--- config.mk ---
export PLATFORM = sky130hd
export DESIGN_NAME = phase_slot_arbiter
export DESIGN_NICKNAME = d
export VERILOG_FILES = /design/src/rtl/pia_pkg.sv /design/src/rtl/pia_phase_seq.sv /design/src/rtl/pia_lock_ctrl.sv /design/src/rtl/pia_slot_engine.sv /design/src/rtl/phase_slot_arbiter.sv
export SDC_FILE = /design/constraint.sdc
export NUM_CORES = 1
export LEC_CHECK = 0
export BUFFER_PORTS_ARGS = -buffer_cell sky130_fd_sc_hd__clkbuf_2
export CORE_MARGIN = 2
export CORE_UTILIZATION = 42
export CTS_BUF_LIST = sky130_fd_sc_hd__clkbuf_16
export CTS_CLUSTER_DIAMETER = 30
export DETAILED_ROUTE_END_ITERATION = 7
export HOLD_SLACK_MARGIN = 0.15
export PLACE_DENSITY = 0.9
export SLEW_MARGIN = 20
export SYNTH_ARGS = -nofsm -noshare
export SYNTH_HDL_FRONTEND = slang
export SYNTH_SLANG_ARGS = --single-unit
export TNS_END_PERCENT = 10
--- constraint.sdc ---
create_clock -name clk -period 2.2 [get_ports clk]
set_input_delay 0.11 -clock clk [delete_from_list [all_inputs] [get_ports clk]]
set_output_delay 0.11 -clock clk [all_outputs]
set_load 0.01 [all_outputs]
--- src/rtl/pia_pkg.sv ---
package pia_pkg;
  localparam int PORTS  = 2;
  localparam int TICK_W = 2;

  typedef logic [TICK_W-1:0] tick_t;

  typedef enum logic [1:0] {
    OWN_NONE = 2'd0,
    OWN_A    = 2'd1,
    OWN_B    = 2'd2
  } owner_e;

  // the low bit selects setup (0) or strobe (1); the high bit picks the port
  function automatic logic is_setup(tick_t t);
    return ~t[0];
  endfunction

  function automatic logic slot_of(tick_t t);
    return t[TICK_W-1];
  endfunction
endpackage

--- src/rtl/pia_phase_seq.sv ---
module pia_phase_seq
  import pia_pkg::*;
(
  input  logic  clk,
  input  logic  rst_n,
  output tick_t tick
);
  tick_t tick_q;

  always_ff @(posedge clk) begin
    if (!rst_n) tick_q <= '0;
    else        tick_q <= tick_q + tick_t'(1);
  end

  assign tick = tick_q;


  tick_adv_chk: assert property (@(posedge clk) disable iff (!rst_n)
    $past(rst_n) |-> tick_q == tick_t'($past(tick_q) + tick_t'(1)));
endmodule

--- src/rtl/pia_lock_ctrl.sv ---
module pia_lock_ctrl
  import pia_pkg::*;
(
  input  logic             clk,
  input  logic             rst_n,
  input  logic [PORTS-1:0] lock_n,
  output owner_e           owner_nxt
);
  owner_e owner_q;

  always_comb begin
    unique case (owner_q)
      OWN_A:   owner_nxt = lock_n[0] ? OWN_NONE : OWN_A;
      OWN_B:   owner_nxt = lock_n[1] ? OWN_NONE : OWN_B;
      default: begin
        if (!lock_n[0])      owner_nxt = OWN_A;
        else if (!lock_n[1]) owner_nxt = OWN_B;
        else                 owner_nxt = OWN_NONE;
      end
    endcase
  end

  always_ff @(posedge clk) begin
    if (!rst_n) owner_q <= OWN_NONE;
    else        owner_q <= owner_nxt;
  end


  a_to_b_chk: assert property (@(posedge clk) disable iff (!rst_n)
    owner_q == OWN_A |=> owner_q != OWN_B);

  b_to_a_chk: assert property (@(posedge clk) disable iff (!rst_n)
    owner_q == OWN_B |=> owner_q != OWN_A);

  a_wins_chk: assert property (@(posedge clk) disable iff (!rst_n)
    (owner_q == OWN_NONE && lock_n == '0) |=> owner_q == OWN_A);
endmodule

--- src/rtl/pia_slot_engine.sv ---
module pia_slot_engine
  import pia_pkg::*;
#(
  parameter int ADDR_W = 16,
  parameter int DATA_W = 8
) (
  input  logic                         clk,
  input  logic                         rst_n,
  input  tick_t                        tick,
  input  owner_e                       owner_nxt,
  input  logic [PORTS-1:0][ADDR_W-1:0] addr,
  input  logic [PORTS-1:0][DATA_W-1:0] wdata,
  input  logic [PORTS-1:0]             wr,
  input  logic [DATA_W-1:0]            sram_rdata,
  output logic [ADDR_W-1:0]            sram_addr,
  output logic [DATA_W-1:0]            sram_wdata,
  output logic                         sram_dq_oe,
  output logic                         sram_oe_n,
  output logic                         sram_we_n,
  output logic [PORTS-1:0]             cpu_ce,
  output logic [PORTS-1:0][DATA_W-1:0] rdata
);
  logic slot;
  logic setup;
  logic blocked;
  logic grant_now;
  logic wr_act_q;
  logic rd_act_q;
  logic [PORTS-1:0]             ce_q;
  logic [PORTS-1:0][DATA_W-1:0] rdata_q;

  assign slot      = slot_of(tick);
  assign setup     = is_setup(tick);
  assign blocked   = slot ? (owner_nxt == OWN_A) : (owner_nxt == OWN_B);
  assign grant_now = setup && !blocked;

  // the multiplexer select follows the slot, and so the master clock
  assign sram_addr  = addr[slot];
  assign sram_wdata = wdata[slot];

  always_ff @(posedge clk) begin
    if (!rst_n) begin
      wr_act_q <= 1'b0;
      rd_act_q <= 1'b0;
    end else begin
      wr_act_q <= grant_now && wr[slot];
      rd_act_q <= grant_now && !wr[slot];
    end
  end

  for (genvar p = 0; p < PORTS; p++) begin : g_port
    always_ff @(posedge clk) begin
      if (!rst_n) ce_q[p] <= 1'b0;
      else        ce_q[p] <= grant_now && (slot == 1'(p));
    end

    always_ff @(posedge clk) begin
      if (!rst_n)                            rdata_q[p] <= '0;
      else if (rd_act_q && slot == 1'(p))    rdata_q[p] <= sram_rdata;
    end


    rdata_hold_chk: assert property (@(posedge clk) disable iff (!rst_n)
      !(rd_act_q && slot == 1'(p)) |=> $stable(rdata_q[p]));

    ce_in_strobe_chk: assert property (@(posedge clk) disable iff (!rst_n)
      ce_q[p] |-> (!setup && slot == 1'(p)));
  end

  assign sram_dq_oe = wr_act_q;
  assign sram_we_n  = ~wr_act_q;
  assign sram_oe_n  = ~rd_act_q;
  assign cpu_ce     = ce_q;
  assign rdata      = rdata_q;


  oe_we_excl_chk: assert property (@(posedge clk) disable iff (!rst_n)
    !(!sram_oe_n && !sram_we_n));

  ce_excl_chk: assert property (@(posedge clk) disable iff (!rst_n)
    !(ce_q[0] && ce_q[1]));

  ce_guard_chk: assert property (@(posedge clk) disable iff (!rst_n)
    (ce_q != '0) |=> ce_q == '0);

  we_in_strobe_chk: assert property (@(posedge clk) disable iff (!rst_n)
    !sram_we_n |-> !setup);

  hold_b_chk: assert property (@(posedge clk) disable iff (!rst_n)
    (setup && slot && owner_nxt == OWN_A) |=> (!ce_q[1] && sram_oe_n && sram_we_n));

  hold_a_chk: assert property (@(posedge clk) disable iff (!rst_n)
    (setup && !slot && owner_nxt == OWN_B) |=> (!ce_q[0] && sram_oe_n && sram_we_n));
endmodule

--- src/rtl/phase_slot_arbiter.sv ---
module phase_slot_arbiter
  import pia_pkg::*;
#(
  parameter int ADDR_W = 16,
  parameter int DATA_W = 8
) (
  input  logic              clk,
  input  logic              rst_n,
  input  logic [ADDR_W-1:0] a_addr,
  input  logic [DATA_W-1:0] a_wdata,
  input  logic              a_wr,
  input  logic              a_lock_n,
  output logic [DATA_W-1:0] a_rdata,
  output logic              a_ce,
  input  logic [ADDR_W-1:0] b_addr,
  input  logic [DATA_W-1:0] b_wdata,
  input  logic              b_wr,
  input  logic              b_lock_n,
  output logic [DATA_W-1:0] b_rdata,
  output logic              b_ce,
  output logic [ADDR_W-1:0] sram_addr,
  output logic [DATA_W-1:0] sram_wdata,
  output logic              sram_dq_oe,
  input  logic [DATA_W-1:0] sram_rdata,
  output logic              sram_cs_n,
  output logic              sram_oe_n,
  output logic              sram_we_n
);
  tick_t                        tick;
  owner_e                       owner_nxt;
  logic [PORTS-1:0][ADDR_W-1:0] addr_v;
  logic [PORTS-1:0][DATA_W-1:0] wdata_v;
  logic [PORTS-1:0][DATA_W-1:0] rdata_v;
  logic [PORTS-1:0]             wr_v;
  logic [PORTS-1:0]             lock_v;
  logic [PORTS-1:0]             ce_v;

  assign addr_v  = {b_addr, a_addr};
  assign wdata_v = {b_wdata, a_wdata};
  assign wr_v    = {b_wr, a_wr};
  assign lock_v  = {b_lock_n, a_lock_n};

  pia_phase_seq i_seq (
    .clk   (clk),
    .rst_n (rst_n),
    .tick  (tick)
  );

  pia_lock_ctrl i_lock (
    .clk       (clk),
    .rst_n     (rst_n),
    .lock_n    (lock_v),
    .owner_nxt (owner_nxt)
  );

  pia_slot_engine #(
    .ADDR_W (ADDR_W),
    .DATA_W (DATA_W)
  ) i_engine (
    .clk        (clk),
    .rst_n      (rst_n),
    .tick       (tick),
    .owner_nxt  (owner_nxt),
    .addr       (addr_v),
    .wdata      (wdata_v),
    .wr         (wr_v),
    .sram_rdata (sram_rdata),
    .sram_addr  (sram_addr),
    .sram_wdata (sram_wdata),
    .sram_dq_oe (sram_dq_oe),
    .sram_oe_n  (sram_oe_n),
    .sram_we_n  (sram_we_n),
    .cpu_ce     (ce_v),
    .rdata      (rdata_v)
  );

  // chip select stays active; access is controlled only by the two strobes
  assign sram_cs_n = 1'b0;
  assign a_ce      = ce_v[0];
  assign b_ce      = ce_v[1];
  assign a_rdata   = rdata_v[0];
  assign b_rdata   = rdata_v[1];
endmodule

==> Yosys cells after proc, flatten, opt, wreduce, memory -nomap -nowiden <==
Cells that the tools add are included.
{ "classes": {"add_sub_neg": 1, "n_eq_ne": 4, "div_mod_pow": 0, "n_reduce_logical": 9, "shift": 0, "multipliers": 0, "bitwise_logic": 4, "magnitude_cmp": 1, "muxes": 11} }
{ "ops": {"columns": ["operator", "n"], "rows": [
  ["$mux W16", 2],
  ["$mux W8", 2],
  ["$logic_and A1 B1 Y1", 7],
  ["$eq A2 B1 Y1 const B", 2],
  ["$eq A2 B2 Y1 const B", 2],
  ["$mux W1", 4],
  ["$mux W2", 2],
  ["$not A1 Y1", 4],
  ["$pmux W2 S2", 1],
  ["$add A2 B1 Y2 const B", 1],
  ["$logic_not A1 Y1", 2],
  ["$lt A1 B2 Y1 const B", 1]
]} }
{ "word_totals": {"latch_bits": 0, "rom_bits": 0, "reg_bits": 24, "memories": 0, "output_inout_bits": 46, "ramBits": 0, "elab_cells": 38} }

==> Logic depth before layout (Yosys ltp) <==
{ "depth": {"depth_word": 8, "ltp_mapped": 5, "ltp_nobuf": 5} }

==> Cells and area by module <==
A second synthesis with hierarchy kept.
{ "hier_totals": {"cells_unflattened": 136, "hier_area_um2": 1248.7} }
{ "modules_own_cells": {"columns": ["module", "instances", "cells_each", "area_each_um2"], "rows": [
  ["pia_slot_engine", 1, 117, 1059.8],
  ["pia_lock_ctrl", 1, 12, 113.9],
  ["pia_phase_seq", 1, 5, 63.8],
  ["phase_slot_arbiter", 1, 2, 11.3]
]} }

==> Worst setup path before layout <==
Ideal clock, no wire load.
{ "synth_path": {"path_type": "register -> register", "startpoint": "reg i_lock.owner_q[0]", "endpoint": "reg i_engine.wr_act_q, in the netlist i_engine.sram_dq_oe", "path_buffers": 0, "period_less_slack_ns": 1.397, "path_stages_with_launch": 6, "arrival_ns": 1.266, "t_required_ns": 2.068, "setup_ns": 0.132, "setup_slack_ns": 0.803, "cell_sequence": "dfxtp_1 > inv_1 > ha_1 > o21ba_2 > nor4_4 > nor3_1"} }
{ "synth_via": {"elab_chain_cells": 7, "elab_cells_between_ends": 9, "cone_classes": "eq/ne: 4; mux: 2; reduce/logical: 3"} }
{ "synth_lines": {"columns": ["item", "line_no", "rtl"], "rows": [
  ["start, declared", "pia_lock_ctrl.sv:9", "owner_e owner_q;"],
  ["start signal, assigned", "pia_lock_ctrl.sv:25", "else owner_q <= owner_nxt;"],
  ["$eq A2 B2 Y1 / $eq A2 B1 Y1 (equally long branches)", "pia_lock_ctrl.sv:12", "unique case (owner_q)"],
  ["$pmux W2 S2 *", "pia_lock_ctrl.sv:12", null],
  ["$eq A2 B2 Y1 / $eq A2 B1 Y1 (equally long branches)", "pia_slot_engine.sv:34", "assign blocked = slot ? (owner_nxt == OWN_A) : (owner_nxt == OWN_B);"],
  ["$mux W1 *", "pia_slot_engine.sv:34", null],
  ["$logic_not A1 Y1 *", "pia_slot_engine.sv:35", "assign grant_now = setup && !blocked;"],
  ["$logic_and A1 B1 Y1 *", "pia_slot_engine.sv:35", null],
  ["$logic_and A1 B1 Y1 *", "pia_slot_engine.sv:46", "wr_act_q <= grant_now && wr[slot];"],
  ["end signal, assigned", "pia_slot_engine.sv:46", null],
  ["end, declared", "pia_slot_engine.sv:27", "logic wr_act_q;"]
]} }
Mark *: on every way between the ends. The rest lies on a longest branch, timed or not.
A chain may end at the register's enable or synchronous reset.

==> Worst setup path in the final report <==
{ "layout_path": {"startpoint": "reg i_seq.tick_q[1], in the netlist i_seq.tick[1]", "endpoint": "out sram_wdata[6]"} }
{ "layout_via": {"elab_chain_cells": 2} }
{ "layout_lines": {"columns": ["item", "line_no", "rtl"], "rows": [
  ["start, declared", "pia_phase_seq.sv:8", "tick_t tick_q;"],
  ["start signal, assigned", "pia_phase_seq.sv:12", "else tick_q <= tick_q + tick_t'(1);"],
  ["$mux W8 (not written as such) (2 in series)", "pia_slot_engine.sv:39", "assign sram_wdata = wdata[slot];"],
  ["end, declared", "phase_slot_arbiter.sv:22", "output logic [DATA_W-1:0] sram_wdata,"]
]} }
Every way passes these cells. The select of a mux whose other input is x is not followed.

==> impl_metrics.env <==
export IMPL_finalSetupTns_ns=0
export IMPL_drc=0
export IMPL_leakage_nw=0.975
export IMPL_gp_congestion=0.729
export IMPL_io_pins=108
export IMPL_combPwrFrac_pct=26.5
export IMPL_end_kind="primary output"
export IMPL_cts_sinks=24
export IMPL_maxSlewHeadroom_pct=53.7
export IMPL_endpoint="sram_wdata[6]"
export IMPL_skew_ns=0.00294
export IMPL_numCtsBuffers=3
export IMPL_final_util_pct=66.5
export IMPL_antenna_found_initial=0
export IMPL_grt_total_usage_pct=19.1
export IMPL_switchingPower_uw=319
export IMPL_yosysWarnings=0
export IMPL_syn_area_um2=1330
export IMPL_crit_path_start_kind="register"
export IMPL_postCtsSetupBuffers=0
export IMPL_clk_latency_ns=0.26
export IMPL_whs_ns=0.164
export IMPL_initial_utilization_pct=43.8
export IMPL_port_buffers=106
export IMPL_hpwl_mm=2.73
export IMPL_cts_tree="yes"
export IMPL_fin_crit_sh_pct=83.1
export IMPL_crit_required_ns=2.09
export IMPL_ys_types=30
export IMPL_cp_max_fo=32
export IMPL_vias_per_cell=4.73
export IMPL_criticalPathCategory="register to primary output"
export IMPL_dieArea_um2=3620
export IMPL_layout_nets=310
export IMPL_synth_cells=134
export IMPL_drv_slew=0
export IMPL_cts_max_level=1
export IMPL_grt_pass1_vias=1237
export IMPL_clockBufferDepth=2
export IMPL_clkPwrFrac_pct=32.6
export IMPL_fillers=252
export IMPL_drt_initial_drc_count=39
export IMPL_syn_num_nets=198
export IMPL_gr_total_overflow=0
export IMPL_r2r_start="i_seq.tick[1]"
export IMPL_irDropWorstVdd_uv=507
export IMPL_wirelength_mm=3.61
export IMPL_grt_first_pass_wirelength_mm=5.13
export IMPL_syn_area_per_cell_um2=9.89
export IMPL_reg2reg_depth=3
export IMPL_layout_commonest_cell="clkbuf_2"
export IMPL_ys_seq_area_share_pct=36.3
export IMPL_worstReg2RegEnd="i_engine.sram_dq_oe"
export IMPL_swShare_pct=26.6
export IMPL_cts_hold_buf=9
export IMPL_min_path_type="input port to register"
export IMPL_startpoint="i_seq.tick[1]"
export IMPL_rsz0062_at_grt="false"
export IMPL_wire_per_inst_um=12.5
export IMPL_rows=20
export IMPL_setup_viol=0
export IMPL_hold_violations=0
export IMPL_drtPass1Iterations=4
export IMPL_ys_ff_latch=24
export IMPL_layout_drive_gt1_share_pct=58.4
export IMPL_arrival_ns=1.72
export IMPL_fp_dieH_um=60.2
export IMPL_powerDensity_nw_per_um2=595
export IMPL_internal_power_uw=878
export IMPL_status="completed"
export IMPL_mostFrequentLayoutCells="106 x clkbuf_2, 25 x nand2_1, 23 x dfxtp_1"
export IMPL_rrSetupSlack_ns=0.63
export IMPL_diodes=0
export IMPL_final_antenna_net_count=0
export IMPL_dr_total_vias=1368
export IMPL_path_clk_slew_ns=0.06
export IMPL_cap_violations=0
export IMPL_die_x_um=60.2
export IMPL_seq_power_share_pct=40.9
export IMPL_grt_max_degree=33
export IMPL_cts_root_buffer="clkbuf_16"
export IMPL_post_cts_resized=0
export IMPL_tightest_slew_ns=0.694
export IMPL_syn2layout_area_growth_pct=51.9
export IMPL_period_needed_ns=1.83
export IMPL_core_area_um2=3030
export IMPL_max_freq_mhz=547
==> critical path: stages (launching register included) <==
cell	delay [ns]
dfxtp_2	0.77
buf_4	0.27
mux2_4	0.30
clkbuf_2	0.13
==> layout make-up <==
type                    instances  area (µm²)  area share (%)
multi-input cells              95         743            36.9
repair buffers                117         636            31.6
flip-flops and latches         24         482            23.9
clock buffers                   3        75.1            3.73
well taps                      44        55.1            2.73
inverters                       5        18.8           0.932
clock inverters                 1        3.75           0.186
==> synth_stat cells <==
cell type	count	area share (%)
ha_1	2	1.9
nor3_1	1	0.38
nand2b_1	1	0.47
nor3b_1	2	1.1
clkbuf_1	2	0.57
clkbuf_2	1	0.38
xor2_1	1	0.66
buf_2	2	0.76
conb_1	1	0.28
buf_6	2	1.7
nor2_2	1	0.47
mux2_2	21	18
nor2b_1	1	0.47
nor4_4	1	1.6
nor3b_2	2	1.9
buf_4	1	0.57
and2b_1	1	0.57
o41ai_4	1	2.1
nand3_1	8	3.0
inv_1	4	1.1
nor2_1	2	0.57
buf_8	2	2.3
o21ba_2	1	0.76
nand2_1	25	7.1
a21boi_1	16	9.1
mux2_4	3	3.4
inv_2	1	0.28
dfxtp_1	24	36
mux2i_1	2	1.5
and2_1	2	0.94
==> layer usage <==
layer  track usage (%)  wire (µm)  vias to the layer above
li1                  -          -                      674
met5                 0          0                        -
met2              37.7       1880                       59
met4              8.57         68                        0
met3              3.46        260                        7
met1              18.8       1390                      628
==> sequential cells by signal (all words and copies together) (netlist names) <==
name and count:
i_engine.cpu_ce 2, i_engine.rd_act_q 1, i_engine.rdata 16, i_engine.sram_dq_oe 1, i_lock.owner_q 2, i_seq.tick 2
==> power groups by stage <==
stage,clock [mW],sequential (mW),combinational (mW)
after CTS,0.398,0.490,0.318
after detailed placement,0,0.500,0.303
after floorplan,0,0.482,0.204
after global placement,0,0.499,0.296
after global routing,0.408,0.495,0.343
final,0.390,0.490,0.317
==> cell families after synthesis <==
logic type                 after synthesis  synth area share, %
DFF                                     24                 36.3
other                                    1                0.283
muxes                                   26                 22.8
and+or+nand+nor                         47                 18.6
buffers and inverters                   15                 7.65
adders and majority gates                2                 1.89
xor gates and xnor gates                 1                0.661
AOI/OAI and AO/OA                       18                 11.9
==> through the flow <==
step	cell area (µm²)	setup WS (ns)	power (mW)	std cells
after floorplan	1330	0.803	0.687	134
after global placement	1840	0.642	0.795	276
after detailed placement	1840	0.635	0.803	276
after CTS	2010	0.352	1.21	289
after global routing	2010	0.287	1.25	289
final	2010	0.373	1.20	289
==> how the worst min path moves through the flow <==
stage          slack, ns  depth (start not counted)          start             endpoint
4_1_cts             0.16                          3           a_wr  i_engine.sram_dq_oe
6_report            0.16                          3           b_wr  i_engine.sram_dq_oe
2_1_floorplan       0.19                          1       b_lock_n    i_lock.owner_q[1]
3_5_place_dp        0.36                          3  sram_rdata[7]    i_engine.rdata[7]
5_1_grt             0.16                          3           a_wr  i_engine.sram_dq_oe
3_3_place_gp        0.36                          3  sram_rdata[7]    i_engine.rdata[7]
(Power assumes the default switching activity.)
